--- src/rtl/sat_alu8.sv ---
module sat_alu8 #(
  parameter int W = 8
) (
  input  logic         clk,
  input  logic         rst_n,
  input  logic [2:0]   op,
  input  logic [W-1:0] a,
  input  logic [W-1:0] b,
  output logic [W-1:0] result,
  output logic         flag_n,
  output logic         flag_z,
  output logic         flag_s
);
  localparam int XW = W + 2;
  localparam logic signed [XW-1:0] HI = XW'((1 << (W-1)) - 1);
  localparam logic signed [XW-1:0] LO = ~HI;

  logic signed [XW-1:0] xa, xb, sum, dif, pick, mag;
  logic abs_sel, arith, hi_ovf, lo_ovf;
  logic [W-1:0] sat_val;

  assign xa = {{2{a[W-1]}}, a};
  assign xb = {{2{b[W-1]}}, b};
  assign sum = xa + xb;
  assign dif = xa - xb;

  always_comb begin
    case (op)
      3'd1, 3'd5: pick = sum;
      3'd3, 3'd6: pick = dif;
      default:    pick = xa;
    endcase
  end

  assign abs_sel = (op == 3'd4) || (op == 3'd5) || (op == 3'd6);
  assign arith   = abs_sel || (op == 3'd1) || (op == 3'd3);
  assign mag     = (abs_sel && pick[XW-1]) ? -pick : pick;
  assign hi_ovf  = mag > HI;
  assign lo_ovf  = mag < LO;
  assign sat_val = hi_ovf ? HI[W-1:0] : lo_ovf ? LO[W-1:0] : mag[W-1:0];

  always_ff @(posedge clk or negedge rst_n) begin
    if (!rst_n) begin
      result <= '0;
      flag_n <= 1'b0;
      flag_z <= 1'b1;
      flag_s <= 1'b0;
    end else if (arith) begin
      result <= sat_val;
      flag_n <= sat_val[W-1];
      flag_z <= (sat_val == '0);
      if (hi_ovf || lo_ovf) flag_s <= 1'b1;
    end else if (op == 3'd7) begin
      flag_s <= 1'b0;
    end
  end

  p_idle_hold_r10: assert property (@(posedge clk) disable iff (!rst_n)
    (op == 3'd0 || op == 3'd2) |=> ($stable(result) && $stable(flag_n) &&
                                    $stable(flag_z) && $stable(flag_s)));

  p_clear_s_r9: assert property (@(posedge clk) disable iff (!rst_n)
    (op == 3'd7) |=> (!flag_s && $stable(result) && $stable(flag_n) && $stable(flag_z)));

  p_sticky_s_r8: assert property (@(posedge clk) disable iff (!rst_n)
    (flag_s && op != 3'd7) |=> flag_s);

  p_flags_track_r7: assert property (@(posedge clk) disable iff (!rst_n)
    (flag_n == result[W-1]) && (flag_z == (result == '0)));

  p_abs_nonneg_r4: assert property (@(posedge clk) disable iff (!rst_n)
    abs_sel |=> !flag_n);
endmodule

--- config.mk ---
export PLATFORM = sky130hd
export DESIGN_NAME = sat_alu8
export DESIGN_NICKNAME = d
export VERILOG_FILES = /design/src/rtl/sat_alu8.sv
export SDC_FILE = /design/constraint.sdc
export NUM_CORES = 1
export LEC_CHECK = 0
export ABC_AREA = 1
export BUFFER_PORTS_ARGS = -buffer_cell sky130_fd_sc_hd__buf_2
export CAP_MARGIN = 25
export CORE_MARGIN = 5
export CORE_UTILIZATION = 60
export DETAILED_ROUTE_END_ITERATION = 16
export PLACE_DENSITY_LB_ADDON = 0.12
export SYNTH_ARGS = -nofsm -noshare
export SYNTH_HDL_FRONTEND = slang
export SYNTH_SLANG_ARGS = --single-unit
--- constraint.sdc ---
create_clock -name clk -period 1.8 [get_ports clk]
set_input_delay 0.36 -clock clk [delete_from_list [all_inputs] [get_ports clk]]
set_output_delay 0.36 -clock clk [all_outputs]
set_load 0.05 [all_outputs]
==> results.toml, run 1 <==
[clock_tree]
root_buffer = "clkbuf_4"
ctsHoldBuffers = 1
htreeDepth = 1
clockBufferDepth = 2
numCtsBuffers = 3
clkSinkCount = 10
cts_resized = 42
cts_setup_buffers = 7

[logic_synthesis]
ys_seq_elements = 10
syn_inst = 249
yosysWarnings = 0
synth_edf_count = 0
ys_seq_area_frac = 0.156
async_flop_share = 1.00
synth.cell_area_sq_mm = 0.00161
ys.flop_type = "dfrtp_1"
synth_top_area_frac = 0.170
syn_avg_cell_area_sq_um = 6.47
yosysMostFrequentCell = "nand2_1"
synth_top_area_cell = "nand2_1"
synth_nets = 281
synthTopCellsByArea = "nand2_1 17%, dfrtp_1 14%, inv_1 8.6%"
ys_types = 32
synth_common_cells = "73 x nand2_1, 37 x inv_1, 26 x nand3_1"

[placed_design]
dp_hpwl_um = 4510
port_buffers = 31
dpl.cell_count = 362
dpl-instance-area_sq_mm = 0.00229
gp_congestion = 0.921
pre_cts_ws_ps = -1300

[die]
die_h_um = 61.8
row_count = 18
io_pins = 32
die_x_um = 61.8
initial_utilization = 0.639

[run_status]
status = "did not finish"
stop_stage = "clock tree synthesis"
error = "[ERROR DPL-0038] Utilization greater than 100%, impossible to legalize"
==> per-stage QoR <==
stage	TNS, ps	utilization
3_5_place_dp	-12270	0.907
3_3_place_gp	-10540	0.907
2_1_floorplan	-6690	-
==> cell families after synthesis <==
group,Yosys count,share of synthesized area
AOI/OAI and AO/OA,19,0.0815
xor gates and xnor gates,9,0.0489
adders and majority gates,11,0.0901
buffers and inverters,44,0.116
DFF,10,0.156
and+or+nand+nor,156,0.507
==> run 2: changes to the inputs <==
CORE_UTILIZATION = 40   (was 60)
PLACE_DENSITY_LB_ADDON = 0.15   (was 0.12)
==> results.toml, run 2 <==
[min_path]
holdPathEnd = "flag_z$_DFFE_PN1P_"
hp-class = "reg -> reg"
worstHoldStart = "flag_z$_DFFE_PN1P_"
min_delay_path_depth = 2

[timing]
rsz0062_at_grt = "yes"
fin_ws_ps = -866
period_minus_slack_ps = 2670
period_share = 1.48
clock.fmax_ghz = 0.375
fin_skew_ps = 0
hold_viol = 0
drv_slew = 0
relSlewSlack = 0.769
final-setup-viol-count = 10
tightest_slew_ps = 347

[logic_synthesis]
ys.flop_type = "dfrtp_1"
synth_xor_area_frac = 0.0489
yosys.area_share.simple = 0.507
synth_top_area_cell = "nand2_1"
ys_seq_area_frac = 0.156
yosysWarnings = 0
synth-adder-area-share = 0.0901
synth_top_family_by_area = "simple AND/OR/NAND/NOR gates"
synth_edf_count = 0
yosysMostFrequentCell = "nand2_1"
synth-compound-area-share = 0.0815
ys_seq_elements = 10
synthTopCellsByArea = "nand2_1 17%, dfrtp_1 14%, inv_1 8.6%"
synth_common_cells = "73 x nand2_1, 37 x inv_1, 26 x nand3_1"
async_flop_share = 1.00
syn_avg_cell_area_sq_um = 6.47
synth_nets = 281
synth_top_area_frac = 0.170
synth.cell_area_sq_mm = 0.00161
ys_types = 32
yosys-mux-area-fraction = 0
syn_inst = 249

[pwr]
clock_power_share = 0.147
peakVddDrop_v = 0.000303
p_int_mw = 1.01
power.density_mw_per_mm2 = 739
power_frac_seq = 0.156
p_leak_nw = 1.35
p_switching_mw = 0.920
power_mw = 1.93
pwr-share-comb = 0.698
swShare = 0.476

[run_status]
status = "finished, violations left"
violations = "negative setup slack"

[finish]
syn_to_final_growth_pct = 62.2
drive_above_1_share = 0.529
nFillCells = 371
largest_reg_flops = 8
final_cell_mix = "59 x buf_4, 57 x nand2_1, 32 x inv_1"
layout_commonest_cell = "buf_4"
largestRegisters = "result (8), flag_s (1), flag_z (1)"
largest-register = "result"
fin_nets = 373
diodes = 0
final-instance-count-excl-fill = 390

[clock_tree]
htreeDepth = 1
root_buffer = "clkbuf_8"
cts_tree = "done"
numCtsBuffers = 3
clockBufferDepth = 2
clock_latency_ps = 230
clkSinkCount = 10
clk_pin_slew_ps = 50

[routing]
wl_per_cell_um = 11.9
drtIter0Drc = 57
route.detailed.drc = 0
wl_um = 4630
vias = 1886
ant_nets = 0
vias_per_cell = 4.84
dr.pass1.iters = 5

[critical_path]
cp_slowest_stage_delay_ps = 280
path_cells = "buf_4 > inv_12 > ha_4 > nand2_2 > o31ai_2 > xnor2_1 > inv_1 > ha_4 > nand2_2 > nor2_1 > nand2_1 > nand2_2 > inv_2 > nand2_2 > nand4_1 > nand2_4 > nand4_1 > nand3_2 > nand3_4 > nor2_4 > nand3_2 > nand2_1"
r2r_cells = 2
worst-setup-path-type = "in -> reg"
crit_arrival_ps = 2850
cp_max_fo = 7
rr_startpoint = "flag_s$_DFFE_PN0P_"
regToRegSetupSlack_ps = 1090
cp_data_required_time_ps = 1980
cp_slowest_cell = "ha_4"
end_kind = "flip-flop"
cp-start-kind = "primary input"
crit_top_cell = "nand2_2"
r2r-end = "flag_s$_DFFE_PN0P_"

[placed_design]
dpl.cell_count = 381
dp_hpwl_um = 3820
gp_congestion = 0.882
port_buffers = 31

[die]
row_count = 23
die_h_um = 73.5
die_area_sq_mm = 0.00540
io_pins = 32
die_x_um = 73.5
initial_utilization = 0.409
coreArea_sq_mm = 0.00394

[global_route]
antenna_found_initial = 0
gr-total-overflow = 0
grt_pass1_wl_um = 7900
grt_pass1_vias = 1881
grt_max_degree = 11
grt_util_all_layers = 0.182

[run]
drv_cap = 0
run 2: area by class of cell:
cell class | count | area (sq um) | area share
clock buffers | 4 | 55.1 | 0.0211
inverters | 42 | 190 | 0.0728
multi-input cells | 196 | 1450 | 0.553
repair buffers | 88 | 609 | 0.233
well taps | 50 | 62.6 | 0.0239
flip-flops and latches | 10 | 251 | 0.0962
run 2: worst max path at each step:
| stage | endpoint | cells after the start | from | slack, ps |
|---|---|---|---|---|
| 2_1_floorplan | flag_z$_DFFE_PN1P_ | 24 | b[1] | -770 |
| 3_3_place_gp | flag_z$_DFFE_PN1P_ | 21 | b[1] | -1150 |
| 3_5_place_dp | flag_z$_DFFE_PN1P_ | 23 | op[0] | -1210 |
| 4_1_cts | flag_z$_DFFE_PN1P_ | 22 | b[2] | -850 |
| 5_1_grt | flag_z$_DFFE_PN1P_ | 22 | b[1] | -1010 |
| 6_report | flag_z$_DFFE_PN1P_ | 22 | b[1] | -870 |
run 2: timing repair:
item / CTS / global route
gates cloned: 0 / 1
hold buffers: 1 / 0
gates resized for setup: 37 / 21
endpoints found under the setup margin: 10 / 10
setup buffers: 2 / 1
hold endpoints to repair: 9 / 0
pin swaps: 30 / 17
run 2: metrics by stage:
stage / cell area (sq um) / hold WS (ps) / setup WS [ps] / TNS [ps] / utilization
floorplan: 1720 / 64.4 / -766 / -6690 / -
global placement: 2300 / 228 / -1150 / -10500 / 0.585
detailed placement: 2300 / 238 / -1210 / -11140 / 0.585
CTS: 2520 / 466 / -851 / -8000 / 0.639
global route: 2610 / 479 / -1010 / -9620 / 0.663
finish: 2610 / 467 / -866 / -8270 / 0.663
run 2: power groups by stage:
stage | Sequential, mW | Clock [mW] | Combinational [mW]
floorplan | 0.483 | 0 | 0.628
global placement | 0.301 | 0 | 1.20
detailed placement | 0.304 | 0 | 1.21
CTS | 0.301 | 0.291 | 1.29
global route | 0.307 | 0.306 | 1.47
finish | 0.301 | 0.283 | 1.35
run 2: cell families after synthesis:
family / after synthesis
simple gates: 156
xor+xnor: 9
buf+inv: 44
fa+ha+maj: 11
flops: 10
compound gates: 19
run 2: routing by layer:
layer,vias to the layer above,track usage,part of all wire,wire [um]
met5,-,0,0,0
met4,0,0.0302,0.0037,17
met3,2,0.0410,0.045,208
met2,37,0.328,0.52,2420
met1,859,0.222,0.43,1990
li1,988,-,-,-
run 2: worst max-delay path, delay by kind of cell:
| family | cells | cell delay (ps) |
|---|---|---|
| and+or+nand+nor | 14 | 1400 |
| AOI/OAI and AO/OA | 1 | 200 |
| xor gates and xnor gates | 1 | 140 |
| buffers and inverters | 4 | 330 |
| adders and majority gates | 2 | 410 |
No activity file was read; power rests on OpenSTA's default activity.
